**src/rtl/cc_enc_pkg.sv**
```systemverilog
package cc_enc_pkg;
  localparam int HALF_SLOTS = 64;
  localparam int LEAD_BITS  = 4;
  localparam int RUNIN_BITS = 7;
  localparam int CODE_BITS  = 3;
  localparam int FRAME_BITS = RUNIN_BITS + CODE_BITS + 16;
  localparam int REGION_LO  = 2 * LEAD_BITS;
  localparam int REGION_HI  = 2 * (LEAD_BITS + FRAME_BITS);

  function automatic logic odd_par(input logic [6:0] d);
    return ~(^d);
  endfunction

  // byte pair with parity placed in bit 7 of each byte
  function automatic logic [15:0] build_payload(input logic [15:0] raw);
    return {odd_par(raw[14:8]), raw[14:8], odd_par(raw[6:0]), raw[6:0]};
  endfunction

  function automatic logic in_region(input logic [6:0] h);
    return (int'(h) >= REGION_LO) && (int'(h) < REGION_HI);
  endfunction

  // waveform value for half slot h of a frame carrying pay
  function automatic logic wave_hi(input logic [6:0] h, input logic [15:0] pay);
    int b;
    b = (int'(h) - REGION_LO) / 2;
    if (b < RUNIN_BITS) return ~h[0];
    if (b < RUNIN_BITS + CODE_BITS - 1) return 1'b0;
    if (b == RUNIN_BITS + CODE_BITS - 1) return 1'b1;
    return pay[b - RUNIN_BITS - CODE_BITS];
  endfunction
endpackage

```
**src/rtl/cc_bit_timer.sv**
```systemverilog
module cc_bit_timer #(
  parameter int LINE_60 = 858,
  parameter int LINE_50 = 864
) (
  input  logic       clk,
  input  logic       rst_n,
  input  logic       sol,
  input  logic       mode_50hz,
  output logic       tick,
  output logic [6:0] hcnt
);
  localparam int LMAX  = (LINE_60 > LINE_50) ? LINE_60 : LINE_50;
  localparam int ACC_W = $clog2(LMAX) + 2;
  localparam logic [ACC_W-1:0] STEP = ACC_W'(cc_enc_pkg::HALF_SLOTS);
  localparam logic [6:0] SAT = 7'(cc_enc_pkg::HALF_SLOTS);

  logic [ACC_W-1:0] acc, acc_sum, period;
  logic wrap;

  always_comb begin
    period  = mode_50hz ? ACC_W'(LINE_50) : ACC_W'(LINE_60);
    acc_sum = acc + STEP;
    wrap    = acc_sum >= period;
    tick    = wrap && (hcnt != SAT) && !sol;
  end

  always_ff @(posedge clk) begin
    if (!rst_n) begin
      acc  <= '0;
      hcnt <= SAT;
    end else if (sol) begin
      acc  <= '0;
      hcnt <= '0;
    end else begin
      acc <= wrap ? acc_sum - period : acc_sum;
      if (tick) hcnt <= hcnt + 7'd1;
    end
  end
endmodule

```
**src/rtl/cc_payload.sv**
```systemverilog
module cc_payload (
  input  logic        clk,
  input  logic        rst_n,
  input  logic        take,
  input  logic        field_id,
  input  logic [1:0]  wr_f,
  input  logic [15:0] f0_data,
  input  logic [15:0] f1_data,
  output logic [1:0]  take_f,
  output logic [1:0]  fresh,
  output logic [15:0] payload
);
  logic [15:0] raw [2];
  assign raw[0] = f0_data;
  assign raw[1] = f1_data;

  for (genvar i = 0; i < 2; i++) begin : g_field
    assign take_f[i] = take && (field_id == 1'(i));
    always_ff @(posedge clk) begin
      if (!rst_n) fresh[i] <= 1'b0;
      else        fresh[i] <= wr_f[i] | (fresh[i] & ~take_f[i]);
    end
  end

  always_ff @(posedge clk) begin
    if (!rst_n) payload <= '0;
    else if (take)
      payload <= fresh[field_id] ? cc_enc_pkg::build_payload(raw[field_id])
                                 : cc_enc_pkg::build_payload(16'h0000);
  end
endmodule

```
**src/rtl/cc_wave.sv**
```systemverilog
module cc_wave #(
  parameter int LVL_W = 10,
  parameter logic [LVL_W-1:0] LVL_BLANK = '0,
  parameter logic [LVL_W-1:0] LVL_HIGH = 200
) (
  input  logic [6:0]       hcnt,
  input  logic             active,
  input  logic [15:0]      payload,
  output logic [LVL_W-1:0] level,
  output logic             act
);
  always_comb begin
    act   = active && cc_enc_pkg::in_region(hcnt);
    level = (act && cc_enc_pkg::wave_hi(hcnt, payload)) ? LVL_HIGH : LVL_BLANK;
  end
endmodule

```
**src/rtl/cc_line_enc.sv**
```systemverilog
module cc_line_enc #(
  parameter int LINE_W = 10,
  parameter int OFS_W  = 3,
  parameter int BASE_LINE = 21,
  parameter int LINE_60 = 858,
  parameter int LINE_50 = 864,
  parameter int LVL_W = 10,
  parameter logic [LVL_W-1:0] LVL_BLANK = '0,
  parameter logic [LVL_W-1:0] LVL_HIGH = 200
) (
  input  logic              clk,
  input  logic              rst_n,
  input  logic [LINE_W-1:0] line_num,
  input  logic              field_id,
  input  logic [OFS_W-1:0]  line_ofs,
  input  logic              mode_50hz,
  input  logic              en_f0,
  input  logic              en_f1,
  input  logic [15:0]       f0_data,
  input  logic              f0_wr,
  input  logic [15:0]       f1_data,
  input  logic              f1_wr,
  output logic [LVL_W-1:0]  cc_level,
  output logic              data_act
);
  logic [LINE_W-1:0] line_q, tgt_line;
  logic sol, line_hit, en_sel, take, active, tick;
  logic [6:0] hcnt;
  logic [1:0] wr_f, take_f, fresh;
  logic [15:0] payload;

  assign wr_f     = {f1_wr, f0_wr};
  assign sol      = line_num != line_q;
  assign tgt_line = LINE_W'(BASE_LINE) + LINE_W'(line_ofs);
  assign line_hit = line_num == tgt_line;
  assign en_sel   = field_id ? en_f1 : en_f0;
  assign take     = sol && line_hit && en_sel;

  always_ff @(posedge clk) begin
    if (!rst_n) begin
      line_q <= '0;
      active <= 1'b0;
    end else begin
      line_q <= line_num;
      if (sol) active <= take;
    end
  end

  cc_bit_timer #(.LINE_60(LINE_60), .LINE_50(LINE_50)) u_timer (
    .clk(clk), .rst_n(rst_n), .sol(sol), .mode_50hz(mode_50hz),
    .tick(tick), .hcnt(hcnt)
  );

  cc_payload u_payload (
    .clk(clk), .rst_n(rst_n), .take(take), .field_id(field_id),
    .wr_f(wr_f), .f0_data(f0_data), .f1_data(f1_data),
    .take_f(take_f), .fresh(fresh), .payload(payload)
  );

  cc_wave #(.LVL_W(LVL_W), .LVL_BLANK(LVL_BLANK), .LVL_HIGH(LVL_HIGH)) u_wave (
    .hcnt(hcnt), .active(active), .payload(payload),
    .level(cc_level), .act(data_act)
  );
endmodule

```
**config.mk**
```make
export PLATFORM = sky130hd
export DESIGN_NAME = cc_line_enc
export DESIGN_NICKNAME = d
export VERILOG_FILES = /design/src/rtl/cc_enc_pkg.sv /design/src/rtl/cc_bit_timer.sv /design/src/rtl/cc_payload.sv /design/src/rtl/cc_wave.sv /design/src/rtl/cc_line_enc.sv
export SDC_FILE = /design/constraint.sdc
export NUM_CORES = 1
export LEC_CHECK = 0
export ABC_AREA = 1
export BUFFER_PORTS_ARGS = -buffer_cell sky130_fd_sc_hd__buf_2
export CAP_MARGIN = 10
export CORE_ASPECT_RATIO = 1.1
export CORE_UTILIZATION = 40
export CTS_BUF_LIST = sky130_fd_sc_hd__clkbuf_16
export CTS_CLUSTER_DIAMETER = 50
export DETAILED_ROUTE_END_ITERATION = 12
export HOLD_SLACK_MARGIN = 0.15
export SYNTH_ARGS = -nofsm -noshare
export SYNTH_HDL_FRONTEND = slang
export SYNTH_SLANG_ARGS = --single-unit
export TNS_END_PERCENT = 100
```
**constraint.sdc**
```tcl
create_clock -name clk -period 4.28 [get_ports clk]
set_input_delay 0.428 -clock clk [delete_from_list [all_inputs] [get_ports clk]]
set_output_delay 0.428 -clock clk [all_outputs]
set_load 0.02 [all_outputs]
```
Yosys cells after proc, flatten, opt, wreduce, memory -nomap -nowiden. Index checks and enable logic that the tools add are counted. W data, S select, Z words.

$mul: 0. Shifts and indexed selects: 0. Bitwise logic cells: 13. Reduce and logical (&&, ||, !) cells: 14. Equality and inequality tests: 4. Mux-type cells: 27. $add $sub $neg: 8. Divide/modulo/power cells: 0. Magnitude comparators: 8.

Operator list (count): $mux W15 (3); $add A32 B1 Y32 (1); $eq A32 B5 Y1 const B (1); $lt A32 B4 Y1 const B (1); $lt A32 B5 Y1 const B (1); $lt A32 B6 Y1 const B (1); $sub A32 B3 Y32 const B (1); $sub A32 B4 Y32 const B (1); $mux W1 (17); $mux W16 (1); $mux W7 (2); $reduce_xor A7 Y1 (2); $add A12 B7 Y12 const B (1); $ge A12 B12 Y1 (1); $mux W12 (1); $sub A12 B12 Y12 (1); $eq A10 B6 Y1 (1); $ne A10 B10 Y1 (1); $logic_and A1 B1 Y1 (9); $mux W8 (1); $sub A7 B4 Y8 const B (1); $add A7 B1 Y7 const B (1); $ge A7 B4 Y1 const B (1); $lt A7 B6 Y1 const B (1); other kinds (13) (22).

Memories kept: 0. ROM bits: 0. Latch bits: 0. Input bits: 53. Register bits after elaboration: 48. Output and inout port bits: 11. Bits in writable memories: 0.

Longest topological paths before layout.
Word-level depth: 13. Depth in mapped cells: 21. Depth with buffers taken out: 20.

Cells and area by module. Synthesis repeated with hierarchy kept, for this count alone.

Cell total of the unflattened synthesis: 705. Area, all modules: 4075.2 µm².

By module, submodules not included: cc_bit_timer (area each 1213.7 µm², instances 1, cells an instance 179); cc_payload (area each 1209.9 µm², instances 1, cells an instance 218); cc_wave (area each 955.9 µm², instances 1, cells an instance 183); cc_line_enc (area each 695.7 µm², instances 1, cells an instance 125).

Worst setup path after synthesis. OpenSTA, ideal clock, no wires.

Kind: register to output. Start point: register u_timer.hcnt[3]. End point: output cc_level[6]. Path slack: 0.769 ns. Path buffers: 1. Cell stages (with the launch flop): 19. Arrival time: 3.083 ns. Data required time: 3.852 ns. Path through: dfxtp_1 inv_1 ha_1 nand3_1 nor2_1 ha_1 nand3_1 nor2_1 nand2_1 ha_1 nand4_1 nor2_1 nand3_1 nor2_1 nand4_1 nand2_1 inv_1 a21oi_1 buf_4.

Cells in the longest elaborated chain, start to end: 13. Elaborated cells between the ends (all ways): 28.

Ends and longest elaborated chain: start: declaration (RTL line cc_bit_timer.sv:10) `output logic [6:0] hcnt`; start signal: assignment (RTL line cc_bit_timer.sv:36) `if (tick) hcnt <= hcnt + 7'd1;`; $sub A7 B4 Y8 (RTL line cc_enc_pkg.sv:26) `b = (int'(h) - REGION_LO) / 2;`; $and A1 B1 Y1 (no line); $add A32 B1 Y32 (no line); $sub A32 B4 Y32 (RTL line cc_enc_pkg.sv:30) `return pay[b - RUNIN_BITS - CODE_BITS];`; $sub A32 B3 Y32 (RTL line cc_enc_pkg.sv:30); $bmux W1 S4 (RTL line cc_enc_pkg.sv:30); $mux W1 (implied by the code) (2 in series) (RTL line cc_enc_pkg.sv:30); $mux W1 (RTL line cc_enc_pkg.sv:30); $mux W1 (RTL line cc_enc_pkg.sv:29) `if (b == RUNIN_BITS + CODE_BITS - 1) return 1'b1;`; $mux W1 (RTL line cc_enc_pkg.sv:28) `if (b < RUNIN_BITS + CODE_BITS - 1) return 1'b0;`; $logic_and A1 B1 Y1 (*) (RTL line cc_wave.sv:14) `level = (act && cc_enc_pkg::wave_hi(hcnt, payload)) ? LVL_HIGH : LVL_BLANK;`; $mux W8 (*) (RTL line cc_wave.sv:14); end: declaration (RTL line cc_line_enc.sv:23) `output logic [LVL_W-1:0] cc_level,`.

Mark *: on every way between the ends. The rest lies on a longest branch, timed or not. The select of a mux whose other input is x is not followed.

Worst setup path in the final report. Same ends and word-level chain as after synthesis.

==> flow_metrics.py <==
metrics = {
    "outcome": {
        "outcome": "finished clean",
    },
    "yosys": {
        "synth_compound_area_frac": 0.128,
        "yosys-top-cells-area": "dfxtp_1 (27%), nand2_1 (16%), ha_1 (8.9%), inv_1 (7.1%), a21oi_1 (4.6%)",
        "synthCells": 524,
        "synth_top_family_by_area": "simple AND/OR/NAND/NOR gates",
        "yosys.area.top_type": "dfxtp_1",
        "synth_commonest_cells": "nand2_1 (148), inv_1 (66), dfxtp_1 (47)",
        "synth_edf_count": 0,
        "async_flop_share": 0,
        "synth_xor_area_frac": 0.0676,
        "yosysSeqAreaShare": 0.269,
        "synth_fa_ha_area_frac": 0.0894,
        "ys_types": 37,
        "synthFlopType": "dfxtp_1",
        "synth.avg_cell_area_um2": 6.68,
        "yosys.area_share.simple": 0.315,
        "yosys_warnings": 0,
        "synth_top_area_frac": 0.269,
        "synth.most_common_cell": "nand2_1",
        "syn_area_mm2": 0.00350,
        "synth.ff_latch_count": 47,
        "synthMuxAreaShare": 0,
    },
    "setup_path": {
        "critPathKind": "flip-flop to primary output",
        "crit_fanout": 7,
        "slowest_delay_ns": 0.35,
        "crit_slowest_cell": "dfxtp_1",
        "start_kind": "flip-flop",
        "required_ns": 3.85,
        "crit_family": "simple AND/OR/NAND/NOR gates",
        "cp-end-kind": "primary output",
        "cp.arrival_ns": 3.41,
        "path_cells": "inv_2 -> ha_1 -> nand3_1 -> nor2_1 -> ha_1 -> ha_1 -> nand2_1 -> inv_1 -> nand3_1 -> ha_1 -> nor3b_1 -> nand3_1 -> nor2_1 -> nand4_1 -> nand2_1 -> inv_1 -> a21oi_1 -> buf_2",
        "worst_path_most_repeated_cell": "ha_1",
        "r2r_setup_slack_ns": 1.88,
        "cp.buffers_inverters": 4,
    },
    "detailed_routing": {
        "via_per_inst": 4.61,
        "totalWireLength_mm": 6.95,
        "vias": 3127,
        "final_antenna_net_count": 0,
        "drtIter0Drc": 131,
        "drtPass1Iterations": 4,
        "wl_per_cell_um": 10.2,
        "route.detailed.drc": 0,
    },
    "clocking": {
        "cts_hold_buf": 0,
        "ctsResizeCount": 0,
        "cts.sinks": 47,
        "cts_buffers": 5,
        "tritoncts": "built",
        "htree_levels": 2,
        "clk_latency_ns": 0.29,
        "clk_path_buf_depth": 2,
        "post_cts_buffers": 0,
        "clkTransAtPathRegs_ns": 0.07,
        "cts-root-buf": "clkbuf_16",
    },
    "timing": {
        "period_share": 0.897,
        "fmax_mhz": 260,
        "fin_skew_ns": 0.00849,
        "setup_viol": 0,
        "rsz0062_at_grt": "false",
        "slew_headroom": 0.571,
        "worst_slack_ns": 0.439,
        "worst_pin_slew_ns": 0.640,
        "fin_crit_ns": 3.84,
        "finalMaxSlewViolations": 0,
        "hold_viol": 0,
        "tns_ns": 0,
    },
    "finish": {
        "layout-drive-gt1-share": 0.176,
        "final_net_count": 644,
        "antenna_cells": 0,
        "fin_util": 0.461,
        "area_growth_pct": 11.3,
    },
    "floorplanning": {
        "rows": 35,
        "fp.dieArea_mm2": 0.00912,
        "die_w_um": 91.2,
        "core-area_mm2": 0.00845,
        "die_h_um": 100,
        "num_io_pins": 64,
        "initial_core_util": 0.414,
    },
    "global_routing": {
        "antenna_found_initial": 0,
        "grt_overflow": 0,
        "grt_pass1_vias": 2904,
        "grt_pass1_wl_mm": 12.4,
        "grt_max_degree": 24,
        "grt.total_usage": 0.163,
    },
    "job": {
        "maxCapViolCount": 0,
    },
    "power_and_ir_drop": {
        "leakage_nw": 1.77,
        "ir_drop_v": 0.000167,
        "pwr_density_cell_mw_per_mm2": 250,
    },
    "placement": {
        "io_buffers": 52,
        "hpwl_mm": 5.31,
        "post-place-ws_ns": 0.612,
        "gp_congestion": 0.791,
    },
    "min_path": {
        "hp-class": "primary input to flip-flop",
    },
}
-- kinds of logic after synthesis --
logic type               count (synthesis)
AND/OR/NAND/NOR                        251
AO/OA/AOI/OAI                           77
other                                    1
adder cells (fa/ha/maj)                 25
XOR/XNOR                                27
flip-flops                              47
buffers and inverters                   96
-- worst min-delay path: stages --
cell and delay (ns):
buf_2 0.10, nand2_1 0.05, inv_1 0.04
-- path summary, 6_finish.rpt --
path	from	cells past startpoint	end
hold reg to reg	u_payload.payload[3]$_SDFFE_PN0P_	2	u_payload.payload[3]$_SDFFE_PN0P_
hold / removal	line_num[7]	3	line_q[7]$_SDFF_PN0_
setup / recovery	u_timer.hcnt[3]$_SDFFE_PP0P_	18	cc_level[6]
setup reg to reg	u_timer.acc[6]$_SDFF_PP0_	14	u_timer.hcnt[5]$_SDFFE_PP0P_
-- layout make-up --
cell class                      count  area, um^2
Timing Repair Buffer               52         260
Sequential cell                    47         941
Tap cell                          111         139
Multi-Input combinational cell    387        2130
Fill cell                         872        4560
Inverter                           73         277
Clock inverter                      3        22.5
Clock buffer                        5         125
-- state kept, by name (all words and copies together), names as in the netlist --
register           flops
u_payload.payload     16
u_timer.acc           11
line_q                10
u_timer.hcnt           7
u_payload.fresh        2
active                 1
-- layout by cell type (no fill, tap or decap) --
cell / count
a31oi_1: 3
and2_0: 1
inv_1: 65
nand2_1: 148
nand4_1: 9
o21ai_0: 22
dfxtp_1: 47
nor2_2: 5
clkinv_1: 2
nand3_1: 30
clkinv_2: 1
clkbuf_16: 5
ha_1: 25
clkinv_4: 1
inv_4: 1
inv_2: 5
a21oi_2: 9
inv_6: 1
a21oi_1: 32
nor3_1: 8
nand2_2: 10
nor3b_1: 1
o21ai_1: 2
or2_2: 3
nor4_1: 1
xnor2_1: 14
or2_4: 1
o211ai_1: 3
o21bai_1: 2
o21ai_2: 1
a211oi_1: 3
nand3_2: 2
xor2_1: 13
nor2_1: 29
nor2_4: 3
conb_1: 7
buf_2: 52
-- stage by stage --
stage	hold slack, ns	total power [W]	std cells	area [um^2]
after detailed placement	0.460	0.000589	670	3740
after global routing	0.352	0.00102	678	3890
after global placement	0.457	0.000586	670	3740
final	0.354	0.000973	678	3890
after CTS	0.348	0.000987	678	3890
after floorplan	0.429	0.000556	530	3520
-- layer usage --
metal / routed length, um / up-vias / GRT usage
li1: - / 1735 / -
met1: 3420 / 1322 / 0.202
met2: 3190 / 63 / 0.286
met3: 245 / 7 / 0.0311
met4: 88 / 0 / 0.0525
met5: 0 / - / 0
-- where the power goes --
group | switching [W] | total [W] | internal, W
clock network | 0.000176 | 0.000395 | 0.000219
logic | 0.0000746 | 0.000131 | 0.0000569
registers | 0.00000278 | 0.000447 | 0.000444
(Power assumes the default switching activity.)
